### src/rtl/tcmp_pkg.sv
package tcmp_pkg;

  // Hardware action requested for the state bit on a running tick.
  typedef enum logic [1:0] {
    HW_HOLD = 2'd0,
    HW_SET  = 2'd1,
    HW_CLR  = 2'd2
  } hw_act_e;

  // Software command decoded from the set/clear strobes.
  typedef enum logic [1:0] {
    SW_NONE  = 2'd0,
    SW_FORCE1 = 2'd1,
    SW_FORCE0 = 2'd2,
    SW_BOTH  = 2'd3
  } sw_cmd_e;

  function automatic sw_cmd_e sw_decode(input logic set_s, input logic clr_s);
    sw_cmd_e cmd;
    unique case ({set_s, clr_s})
      2'b10:   cmd = SW_FORCE1;
      2'b01:   cmd = SW_FORCE0;
      2'b11:   cmd = SW_BOTH;
      default: cmd = SW_NONE;
    endcase
    return cmd;
  endfunction

endpackage

### src/rtl/tcmp_regs.sv
// Double-buffered compare value: shadow loaded by the write port,
// active register loaded from the shadow on the transfer strobe.
module tcmp_regs #(
  parameter int unsigned CNT_W = 16
) (
  input  logic             clk_i,
  input  logic             rst_ni,
  input  logic             xfer_i,
  input  logic             wr_valid_i,
  output logic             wr_ready_o,
  input  logic [CNT_W-1:0] wr_data_i,
  output logic [CNT_W-1:0] shadow_o,
  output logic [CNT_W-1:0] active_o
);

  logic [CNT_W-1:0] shadow_q;
  logic [CNT_W-1:0] active_q;
  logic             wr_take;

  // A write is held off during a transfer so the copied value is well defined.
  assign wr_ready_o = ~xfer_i;
  assign wr_take    = wr_valid_i & wr_ready_o;

  always_ff @(posedge clk_i or negedge rst_ni) begin
    if (!rst_ni) begin
      shadow_q <= '0;
    end else if (wr_take) begin
      shadow_q <= wr_data_i;
    end
  end

  always_ff @(posedge clk_i or negedge rst_ni) begin
    if (!rst_ni) begin
      active_q <= '0;
    end else if (xfer_i) begin
      active_q <= shadow_q;
    end
  end

  assign shadow_o = shadow_q;
  assign active_o = active_q;

endmodule

### src/rtl/tcmp_match.sv
// Equality comparator and registered, tick-qualified event pulse.
module tcmp_match #(
  parameter int unsigned CNT_W = 16
) (
  input  logic             clk_i,
  input  logic             rst_ni,
  input  logic             tick_i,
  input  logic [CNT_W-1:0] cnt_i,
  input  logic [CNT_W-1:0] active_i,
  output logic             eq_o,
  output logic             match_o
);

  logic match_q;

  assign eq_o = (cnt_i == active_i);

  always_ff @(posedge clk_i or negedge rst_ni) begin
    if (!rst_ni) begin
      match_q <= 1'b0;
    end else begin
      match_q <= tick_i & eq_o;
    end
  end

  assign match_o = match_q;

endmodule

### src/rtl/tcmp_state.sv
// State bit switching rules: events seen on one running tick are applied
// on the next running tick; software strobes override.
module tcmp_state
  import tcmp_pkg::*;
(
  input  logic clk_i,
  input  logic rst_ni,
  input  logic tick_i,
  input  logic run_i,
  input  logic eq_i,
  input  logic zero_i,
  input  logic sw_set_i,
  input  logic sw_clr_i,
  output logic state_o
);

  logic    cm_seen_q;
  logic    zm_seen_q;
  logic    state_q;
  logic    state_d;
  hw_act_e hw_act;
  sw_cmd_e sw_cmd;

  // Events are recorded only while the timer runs.
  always_ff @(posedge clk_i or negedge rst_ni) begin
    if (!rst_ni) begin
      cm_seen_q <= 1'b0;
      zm_seen_q <= 1'b0;
    end else if (tick_i) begin
      cm_seen_q <= run_i & eq_i;
      zm_seen_q <= run_i & zero_i;
    end
  end

  always_comb begin
    hw_act = HW_HOLD;
    if (tick_i && run_i) begin
      if (cm_seen_q) begin
        hw_act = HW_SET;
      end else if (zm_seen_q) begin
        hw_act = HW_CLR;
      end
    end
  end

  assign sw_cmd = sw_decode(sw_set_i, sw_clr_i);

  always_comb begin
    state_d = state_q;
    unique case (sw_cmd)
      SW_FORCE1: state_d = 1'b1;
      SW_FORCE0: state_d = 1'b0;
      SW_BOTH:   state_d = state_q;
      default: begin
        unique case (hw_act)
          HW_SET:  state_d = 1'b1;
          HW_CLR:  state_d = 1'b0;
          default: state_d = state_q;
        endcase
      end
    endcase
  end

  always_ff @(posedge clk_i or negedge rst_ni) begin
    if (!rst_ni) begin
      state_q <= 1'b0;
    end else begin
      state_q <= state_d;
    end
  end

  assign state_o = state_q;

endmodule

### src/rtl/tmr_cmp_chan.sv
module tmr_cmp_chan #(
  parameter int unsigned CNT_W = 16
) (
  input  logic             clk_i,
  input  logic             rst_ni,
  input  logic             tick_i,
  input  logic [CNT_W-1:0] cnt_i,
  input  logic             run_i,
  input  logic             zero_i,
  input  logic             xfer_i,
  input  logic             wr_valid_i,
  output logic             wr_ready_o,
  input  logic [CNT_W-1:0] wr_data_i,
  input  logic             sw_set_i,
  input  logic             sw_clr_i,
  output logic             match_o,
  output logic             state_o
);

  logic [CNT_W-1:0] shadow_q;
  logic [CNT_W-1:0] cmp_q;
  logic             cnt_eq;

  tcmp_regs #(.CNT_W(CNT_W)) u_regs (
    .clk_i      (clk_i),
    .rst_ni     (rst_ni),
    .xfer_i     (xfer_i),
    .wr_valid_i (wr_valid_i),
    .wr_ready_o (wr_ready_o),
    .wr_data_i  (wr_data_i),
    .shadow_o   (shadow_q),
    .active_o   (cmp_q)
  );

  tcmp_match #(.CNT_W(CNT_W)) u_match (
    .clk_i    (clk_i),
    .rst_ni   (rst_ni),
    .tick_i   (tick_i),
    .cnt_i    (cnt_i),
    .active_i (cmp_q),
    .eq_o     (cnt_eq),
    .match_o  (match_o)
  );

  tcmp_state u_state (
    .clk_i    (clk_i),
    .rst_ni   (rst_ni),
    .tick_i   (tick_i),
    .run_i    (run_i),
    .eq_i     (cnt_eq),
    .zero_i   (zero_i),
    .sw_set_i (sw_set_i),
    .sw_clr_i (sw_clr_i),
    .state_o  (state_o)
  );

endmodule

### config.mk
export PLATFORM = sky130hd
export DESIGN_NAME = tmr_cmp_chan
export DESIGN_NICKNAME = d
export VERILOG_FILES = /design/src/rtl/tcmp_pkg.sv /design/src/rtl/tcmp_regs.sv /design/src/rtl/tcmp_match.sv /design/src/rtl/tcmp_state.sv /design/src/rtl/tmr_cmp_chan.sv
export SDC_FILE = /design/constraint.sdc
export NUM_CORES = 1
export LEC_CHECK = 0
export BUFFER_PORTS_ARGS = -buffer_cell sky130_fd_sc_hd__buf_2
export CAP_MARGIN = 25
export CORE_MARGIN = 2
export CORE_UTILIZATION = 35
export DETAILED_ROUTE_END_ITERATION = 7
export SLEW_MARGIN = 20
export SYNTH_ARGS = -nofsm -noshare
export SYNTH_HDL_FRONTEND = slang
export SYNTH_SLANG_ARGS = --single-unit
### constraint.sdc
create_clock -name clk_i -period 1.3 [get_ports clk_i]
set_clock_uncertainty 0.15 [all_clocks]
set_input_delay 0.195 -clock clk_i [delete_from_list [all_inputs] [get_ports clk_i]]
set_output_delay 0.195 -clock clk_i [all_outputs]
set_load 0.01 [all_outputs]
==> results.py, run 1 <==
metrics = {
    "critical_path": {
        "arrival_ps": 1460,
        "max_stage_delay_ps": 410,
        "critPathBufInv": 0,
        "critPathTopFamily": "simple AND/OR/NAND/NOR gates",
        "r2r_setup_slack_ps": -90,
        "worstPathCellList": "xnor2_2 > nand4_1 > nor4_2 > a31o_1",
        "cp-start-kind": "flip-flop",
        "path_class": "reg -> reg",
        "slowest_stage": "dfrtp_1",
        "endpoint_kind": "flip-flop",
        "cp.required_ps": 1370,
        "cp_max_fo": 2,
    },
    "global_route": {
        "gr-usage-all-layers_pct": 13.1,
        "grt_start_max_net_pins": 37,
        "grt_antenna_before_repair": 0,
        "globalRouteOverflowTotal": 0,
        "grt_pass1_wl_um": 5260,
        "grt_pass1_vias": 1206,
    },
    "placement": {
        "pre_cts_slack_ps": -114,
        "dp.cells": 212,
        "hpwl_um": 2210,
        "dpl-instance-area_um2": 1950,
        "gp_congestion": 0.746,
        "io_buffers": 43,
    },
    "min_path": {
        "hold_path_class": "in -> reg",
    },
    "synth": {
        "yosysTopAreaCell": "dfrtp_1",
        "synth_warnings": 0,
        "ys_types": 21,
        "synthArstFlopShare_pct": 100,
        "synthFlopType": "dfrtp_1",
        "synth.most_common_cell": "dfrtp_1",
        "syn_area_um2": 1660,
        "synth_area_per_cell_um2": 14.5,
        "synthCells": 114,
        "synth_edf_count": 0,
        "ys_top_cells_by_area": "dfrtp_1 54%, mux2_2 15%, mux2_4 9.1%",
        "synthTopCellsByCount": "36 x dfrtp_1, 22 x mux2_2, 16 x xnor2_1",
        "ys_seq_area_share_pct": 54.3,
        "synth_top_area_share_pct": 54.3,
        "synth_nets": 158,
        "synth_seq_cells": 36,
    },
    "timing": {
        "setup-tns-final_ps": -229,
        "final-setup-viol-count": 3,
        "fin_ws_ps": -88.8,
        "fmax_mhz": 720,
        "min_period_ps": 1390,
        "relSlewSlack_pct": 70.2,
        "rsz0062_at_grt": "true",
        "post-route-period-util_pct": 107,
        "hold_viol": 0,
        "tightestPinTransition_ps": 447,
        "finalMaxSlewViolations": 0,
        "whs_ps": 11.0,
    },
    "clock_tree": {
        "clock_latency_ps": 280,
        "cts_sinks": 36,
        "cts.clk_slew.worst_paths_ps": 70,
        "cts-root-buf": "clkbuf_8",
        "cts.htree.levels": 2,
        "cts_buffers": 5,
        "cts_buffer_depth": 2,
        "tritoncts": "done",
    },
    "die": {
        "die_area_um2": 5300,
        "ioPinCount": 44,
        "initial_core_util_pct": 35.8,
        "die_w_um": 72.8,
        "rows": 25,
        "die_h_um": 72.8,
        "core_um2": 4630,
    },
    "layout": {
        "stdcell_count": 237,
        "design_area_um2": 2240,
        "fin_util_pct": 48.4,
        "seqCellArea_um2": 901,
        "multiInputGateArea_um2": 737,
        "diodes": 0,
        "area_delta_synth_final_pct": 35.2,
        "fin_nets": 226,
        "drive_gt1_share_pct": 53.0,
        "n_fill_cell": 439,
    },
    "route": {
        "antenna_left": 0,
        "via_per_inst": 4.59,
        "wl_per_cell_um": 12.8,
        "drc": 0,
        "firstDrtPassIters": 4,
        "drtIter0Drc": 29,
        "num_vias": 1089,
        "drt_wl_total_um": 3050,
    },
    "power": {
        "switching_power_mw": 0.662,
        "switching_share_pct": 23.8,
        "intPower_mw": 2.12,
        "combPwrFrac_pct": 20.6,
        "power_density_nw_per_um2": 1240,
        "power_mw": 2.78,
        "irDropWorstVdd_mv": 0.630,
        "p_seq_share_pct": 51.1,
        "clkPwrFrac_pct": 28.3,
        "power_leakage_nw": 1.03,
    },
    "run": {
        "cap_violations": 0,
    },
    "outcome": {
        "status": "finished, violations left",
        "violations": "setup timing",
    },
}
==> cell type report <==
class	count	area share (%)
flip-flops and latches	36	40.2
multi-input cells	70	32.9
repair buffers	65	19.2
clock buffers	8	4.02
well taps	54	3.02
inverters	4	0.670
==> power groups by stage <==
stage / clock, mW / combinational [mW] / sequential (mW)
after floorplan: 0 / 0.360 / 1.40
after global placement: 0 / 0.490 / 1.42
after detailed placement: 0 / 0.503 / 1.43
after CTS: 0.825 / 0.549 / 1.41
after global routing: 0.886 / 0.623 / 1.45
final: 0.786 / 0.572 / 1.42
==> cell families (layout without fill, tap and decap cells) <==
kind of cell / Yosys count / after routing / synth area share [%]
flops: 36 / 36 / 54.3
buf+inv: 8 / 77 / 3.77
fa+ha+maj: 3 / 3 / 2.26
simple gates: 14 / 14 / 5.43
mux: 32 / 32 / 24.0
compound gates: 5 / 5 / 1.74
xor+xnor: 16 / 16 / 8.45
==> worst paths after layout <==
| check | from | to | depth (start not counted) |
|---|---|---|---|
| min in group asynchronous | rst_ni | u_regs.active_o[4]$_DFFE_PN0P_ | 3 |
| max | u_regs.active_o[10]$_DFFE_PN0P_ | u_state.cm_seen_q$_DFFE_PN0P_ | 4 |
| max in group asynchronous | rst_ni | u_regs.shadow_o[6]$_DFFE_PN0P_ | 3 |
| min | wr_data_i[9] | u_regs.shadow_o[9]$_DFFE_PN0P_ | 2 |
| max reg2reg | u_regs.active_o[10]$_DFFE_PN0P_ | u_state.cm_seen_q$_DFFE_PN0P_ | 4 |
| min reg2reg | u_regs.shadow_o[15]$_DFFE_PN0P_ | u_regs.active_o[15]$_DFFE_PN0P_ | 1 |
==> state kept, by name, indices dropped and copies added (netlist names) <==
register / cells
u_regs.active_o: 16
u_regs.shadow_o: 16
u_match.match_o: 1
u_state.cm_seen_q: 1
u_state.state_o: 1
u_state.zm_seen_q: 1
==> cells in the final DEF, fill, tap and decap left out, types with 2 or more instances in the layout <==
cell	n
xnor2_2	5
dfrtp_1	36
mux2_4	10
clkbuf_8	6
a21oi_1	2
nand3_1	2
buf_2	43
buf_4	6
mux2_2	22
inv_1	3
dlygate4sd3_1	15
xnor2_1	11
clkbuf_1	2
ha_1	3
nand4_1	4
==> what timing repair did <==
item                       in CTS  in global routing
pin swaps                      10                 17
hold buffers                   14                  1
setup endpoints to repair       3                  3
hold endpoints to repair       49                  1
setup buffers                   1                  1
resized for setup               0                  6
==> per-layer routing <==
metal / share of wire (%) / vias up / track usage, %
met5: 0 / - / 0
met4: 0.26 / 0 / 3.09
met3: 4.6 / 2 / 4.83
met2: 51 / 30 / 21.3
met1: 45 / 528 / 16.5
li1: - / 529 / -
(Power assumes the default switching activity.)
==> inputs of run 2 (changes only) <==
==> constraint.sdc (replaced) <==
create_clock -name clk_i -period 1.6 [get_ports clk_i]
set_clock_uncertainty 0.15 [all_clocks]
set_input_delay 0.24 -clock clk_i [delete_from_list [all_inputs] [get_ports clk_i]]
set_output_delay 0.24 -clock clk_i [all_outputs]
set_load 0.01 [all_outputs]
==> run 2 against run 1 <==
  * The flow now finishes without violations
  * Utilization fell by 3.7 points
  * Global-route usage grew 0.28 points
  * First-iteration DRC count rose by 97%
  * Sequential cell count did not move
==> results.py, run 2 (synthesis gave the netlist of run 1 again) <==
metrics = {
    "route": {
        "wl_per_cell_um": 14.2,
        "num_vias": 1029,
        "drc": 0,
        "firstDrtPassIters": 4,
        "drtIter0Drc": 57,
        "antenna_left": 0,
        "via_per_inst": 4.70,
        "drt_wl_total_um": 3110,
    },
    "global_route": {
        "grt_pass1_wl_um": 5220,
        "grt_antenna_before_repair": 0,
        "grt_start_max_net_pins": 21,
        "gr-usage-all-layers_pct": 13.3,
        "grt_pass1_vias": 1125,
        "globalRouteOverflowTotal": 0,
    },
    "critical_path": {
        "cp_max_fo": 2,
        "worstReg2RegEnd": "u_state.cm_seen_q$_DFFE_PN0P_",
        "rr_worst_depth": 4,
        "r2r_setup_slack_ps": 150,
        "arrival_ps": 1520,
        "cp-startpoint": "u_regs.active_o[13]$_DFFE_PN0P_",
        "path_class": "reg -> reg",
        "cp.required_ps": 1670,
        "crit_path_end": "u_state.cm_seen_q$_DFFE_PN0P_",
        "cp-start-kind": "flip-flop",
        "endpoint_kind": "flip-flop",
        "r2r-start": "u_regs.active_o[13]$_DFFE_PN0P_",
    },
    "layout": {
        "layout_commonest_cell": "buf_2",
        "area_delta_synth_final_pct": 24.9,
        "diodes": 0,
        "n_fill_cell": 444,
        "final_cell_mix": "43 x buf_2, 36 x dfrtp_1, 22 x mux2_2",
        "multiInputGateArea_um2": 711,
        "seqCellArea_um2": 901,
        "fin_nets": 209,
        "design_area_um2": 2070,
        "drive_gt1_share_pct": 53.9,
    },
    "clock_tree": {
        "cts.clk_slew.worst_paths_ps": 70,
        "cts_buffers": 5,
        "cts.htree.levels": 2,
        "cts_buffer_depth": 2,
        "tritoncts": "done",
        "clock_latency_ps": 280,
        "cts_sinks": 36,
        "cts-root-buf": "clkbuf_8",
        "post-cts-setup-buffers": 0,
    },
    "die": {
        "core_um2": 4630,
        "die_w_um": 72.8,
        "rows": 25,
        "initial_core_util_pct": 35.8,
        "ioPinCount": 44,
        "die_area_um2": 5300,
        "die_h_um": 72.8,
    },
    "placement": {
        "hpwl_um": 2390,
        "gp_congestion": 0.791,
        "io_buffers": 43,
        "dpl-instance-area_um2": 1950,
    },
    "timing": {
        "hold_viol": 0,
        "min_period_ps": 1450,
        "tightestPinTransition_ps": 439,
        "finalMaxSlewViolations": 0,
        "final-setup-viol-count": 0,
        "post-route-period-util_pct": 90.5,
        "fmax_mhz": 691,
        "setup-tns-final_ps": 0,
        "rsz0062_at_grt": "false",
        "relSlewSlack_pct": 70.7,
    },
    "power": {
        "combPwrFrac_pct": 18.7,
        "power_mw": 2.25,
        "power_leakage_nw": 0.962,
        "switching_power_mw": 0.537,
        "intPower_mw": 1.71,
        "p_seq_share_pct": 51.2,
        "switching_share_pct": 23.9,
        "irDropWorstVdd_mv": 0.524,
        "clkPwrFrac_pct": 30.1,
        "power_density_nw_per_um2": 1080,
    },
    "min_path": {
        "hold_path_class": "in -> reg",
    },
    "run": {
        "cap_violations": 0,
    },
    "outcome": {
        "status": "completed",
    },
}
[run 2: cell type report]
class	count	area share, %
multi-input cells	70	34.3
flip-flops and latches	36	43.5
repair buffers	48	13.5
clock buffers	7	4.65
inverters	4	0.725
well taps	54	3.26
[run 2: per-layer routing]
metal | vias to the layer above | global-route usage, % | share of wire, % | wire length, um
met2 | 35 | 21.3 | 48 | 1510
li1 | 493 | - | - | -
met3 | 7 | 3.04 | 5.3 | 166
met5 | - | 0 | 0 | 0
met1 | 494 | 16.7 | 44 | 1360
met4 | 0 | 7.41 | 2.3 | 71
[run 2: worst min path at each step]
stage                   from                              end  slack [ps]  cells after the start
3_5_place_dp          rst_ni  u_regs.shadow_o[11]$_DFFE_PN0P_          50                      1
6_report       wr_data_i[13]  u_regs.shadow_o[13]$_DFFE_PN0P_          40                      2
5_1_grt         wr_data_i[5]   u_regs.shadow_o[5]$_DFFE_PN0P_          30                      2
3_3_place_gp          rst_ni  u_regs.shadow_o[11]$_DFFE_PN0P_          40                      1
2_1_floorplan         rst_ni        u_match.match_o$_DFF_PN0_        -210                      0
4_1_cts         wr_data_i[3]   u_regs.shadow_o[3]$_DFFE_PN0P_          30                      2
[run 2: what timing repair did]
| action | 4_1_cts | 5_1_grt |
|---|---|---|
| hold buffers | 1 | 0 |
| endpoints found under the hold margin | 16 | 0 |
| setup endpoints to repair | 0 | 1 |
| gates resized for setup | 0 | 2 |
[run 2: power groups by stage]
stage               sequential [mW]  clock [mW]  combinational [mW]
detailed placement             1.17           0               0.416
finish                         1.15       0.677               0.420
global route                   1.16       0.748               0.467
CTS                            1.15       0.702               0.421
global placement               1.16           0               0.398
floorplan                      1.14           0               0.291
[run 2: per-stage QoR]
| stage | instances | hold WS (ps) | setup slack, ps | utilization (%) |
|---|---|---|---|---|
| 3_3_place_gp | 211 | 39.2 | 154 | 42.1 |
| 5_1_grt | 219 | 30.4 | 5.97 | 44.7 |
| 6_report | 219 | 39.5 | 152 | 44.7 |
| 4_1_cts | 219 | 30.5 | 98.2 | 44.4 |
| 3_5_place_dp | 211 | 54.8 | 121 | 42.1 |
| 2_1_floorplan | 114 | -206 | 260 | - |
[run 2: critical path: stages (launching register included)]
cell and delay, ps:
dfrtp_1 390, xnor2_1 140, nand4_1 200, nor4_4 340, a31o_1 180
==> inputs of run 3 (changes only) <==
--- a/config.mk
+++ b/config.mk
@@ -14,3 +14,4 @@
 export SYNTH_ARGS = -nofsm -noshare
 export SYNTH_HDL_FRONTEND = slang
 export SYNTH_SLANG_ARGS = --single-unit
+export TNS_END_PERCENT = 50
==> constraint.sdc (replaced) <==
create_clock -name clk_i -period 1.6 [get_ports clk_i]
set_clock_uncertainty 0.15 [all_clocks]
set_input_delay 0.16 -clock clk_i [delete_from_list [all_inputs] [get_ports clk_i]]
set_output_delay 0.16 -clock clk_i [all_outputs]
set_load 0.01 [all_outputs]
==> run 3 against run 2 <==
  * Wire length increased by 7.6%
  * Setup slack worse by 37 ps
  * Global-route usage increased by 0.63 points
  * Highest routed layer unchanged
  * First-iteration DRC count grew 40%
  * Utilization is 3.6 points higher
  * Hold slack worse by 1.2 ps
  * Sequential share of layout area fell by 3.3 points
  * Final area increased by 8.2%
  * Via count increased by 6.7%
  * Cell count is 8.7% higher
==> results.py, run 3 (synthesis gave the netlist of run 1 again) <==
metrics = {
    "layout": {
        "diodes": 0,
        "final_cell_mix": "43 x buf_2, 36 x dfrtp_1, 22 x mux2_2",
        "drive_gt1_share_pct": 48.4,
        "area_delta_synth_final_pct": 35.1,
        "n_fill_cell": 420,
        "fin_nets": 227,
        "stdcell_count": 238,
        "layout_commonest_cell": "buf_2",
    },
    "clock_tree": {
        "tritoncts": "done",
        "cts-root-buf": "clkbuf_8",
        "cts_buffer_depth": 2,
        "cts_buffers": 5,
        "cts.clk_slew.worst_paths_ps": 70,
        "cts_sinks": 36,
        "clock_latency_ps": 280,
        "cts.htree.levels": 2,
    },
    "route": {
        "via_per_inst": 4.61,
        "firstDrtPassIters": 4,
        "drtIter0Drc": 80,
        "antenna_left": 0,
        "wl_per_cell_um": 14.0,
        "drc": 0,
        "drt_wl_total_um": 3340,
        "num_vias": 1098,
    },
    "critical_path": {
        "r2r-start": "u_state.cm_seen_q$_DFFE_PN0P_",
        "cp-startpoint": "zero_i",
        "arrival_ps": 1510,
        "cp-start-kind": "primary input",
        "path_class": "in -> reg",
        "endpoint_kind": "flip-flop",
        "cp_max_fo": 1,
        "cp.required_ps": 1620,
        "rr_worst_depth": 5,
    },
    "placement": {
        "io_buffers": 43,
        "dp.cells": 211,
        "hpwl_um": 2280,
        "gp_congestion": 0.777,
    },
    "run": {
        "cap_violations": 0,
    },
    "timing": {
        "final-setup-viol-count": 0,
        "post-route-period-util_pct": 92.8,
        "relSlewSlack_pct": 83.9,
        "min_period_ps": 1480,
        "rsz0062_at_grt": "false",
        "tightestPinTransition_ps": 242,
        "fmax_mhz": 674,
        "hold_viol": 0,
        "finalMaxSlewViolations": 0,
        "setup-tns-final_ps": 0,
    },
    "global_route": {
        "globalRouteOverflowTotal": 0,
        "grt_pass1_vias": 1234,
        "grt_pass1_wl_um": 5520,
        "grt_antenna_before_repair": 0,
        "grt_start_max_net_pins": 37,
        "gr-usage-all-layers_pct": 14.0,
    },
    "power": {
        "power_leakage_nw": 1.03,
        "irDropWorstVdd_mv": 0.457,
        "power_mw": 2.26,
        "power_density_nw_per_um2": 1010,
    },
    "die": {
        "ioPinCount": 44,
        "rows": 25,
        "core_um2": 4630,
        "die_area_um2": 5300,
        "die_w_um": 72.8,
        "die_h_um": 72.8,
        "initial_core_util_pct": 35.8,
    },
    "min_path": {
        "hp-start": "tick_i",
        "hold_depth": 2,
        "hold_path_class": "in -> reg",
    },
    "outcome": {
        "status": "completed",
    },
}
[run 3: metal layers]
metal  vias to the layer above  global-route usage, %  wire length (um)
li1                        530                      -                 -
met5                         -                      0                 0
met2                        34                   23.1              1640
met3                         4                   4.42               175
met1                       530                   17.2              1490
met4                         0                   4.94                46
[run 3: repair_timing]
action,in CTS,in global routing
endpoints found under the setup margin,0,1
setup buffers,0,0
hold buffers,19,0
hold endpoints to repair,53,0
gates resized for setup,0,1
[run 3: power by group]
| group | internal, mW | switching, mW | total, mW |
|---|---|---|---|
| Sequential | 1.06 | 0.0907 | 1.15 |
| Combinational | 0.294 | 0.156 | 0.450 |
| Clock | 0.344 | 0.324 | 0.668 |
[run 3: worst paths after layout]
path                                                   end  slack, ps
max                          u_state.zm_seen_q$_DFFE_PN0P_        120
min                              u_match.match_o$_DFF_PN0_         40
max reg2reg                    u_state.state_o$_DFFE_PN0P_        120
min reg2reg                u_regs.active_o[10]$_DFFE_PN0P_        350
max in group asynchronous   u_regs.active_o[5]$_DFFE_PN0P_        900
min in group asynchronous  u_regs.active_o[10]$_DFFE_PN0P_        220
[run 3: cell type report]
class	count	area, um^2	area share [%]
Clock buffer	6	82.6	3.69
Clock inverter	2	10.0	0.447
Inverter	4	15.0	0.670
Multi-Input combinational cell	70	703	31.4
Sequential cell	36	901	40.2
Tap cell	54	67.6	3.02
Timing Repair Buffer	66	460	20.6
[run 3: worst max-delay path, stage by stage]
cell	delay [ps]
dlygate4sd3_1	530
buf_2	120
nand3_1	70
o21ai_0	70
dlygate4sd3_1	550
[run 3: through the flow]
stage	setup WS, ps	cell area [um^2]	hold WS, ps	utilization (%)
3_5_place_dp	124	1950	-13.9	42.1
6_report	116	2240	38.3	48.4
3_3_place_gp	142	1950	-16.5	42.1
4_1_cts	113	2230	7.65	48.2
5_1_grt	4.49	2240	49.3	48.4
2_1_floorplan	260	1660	-286	-
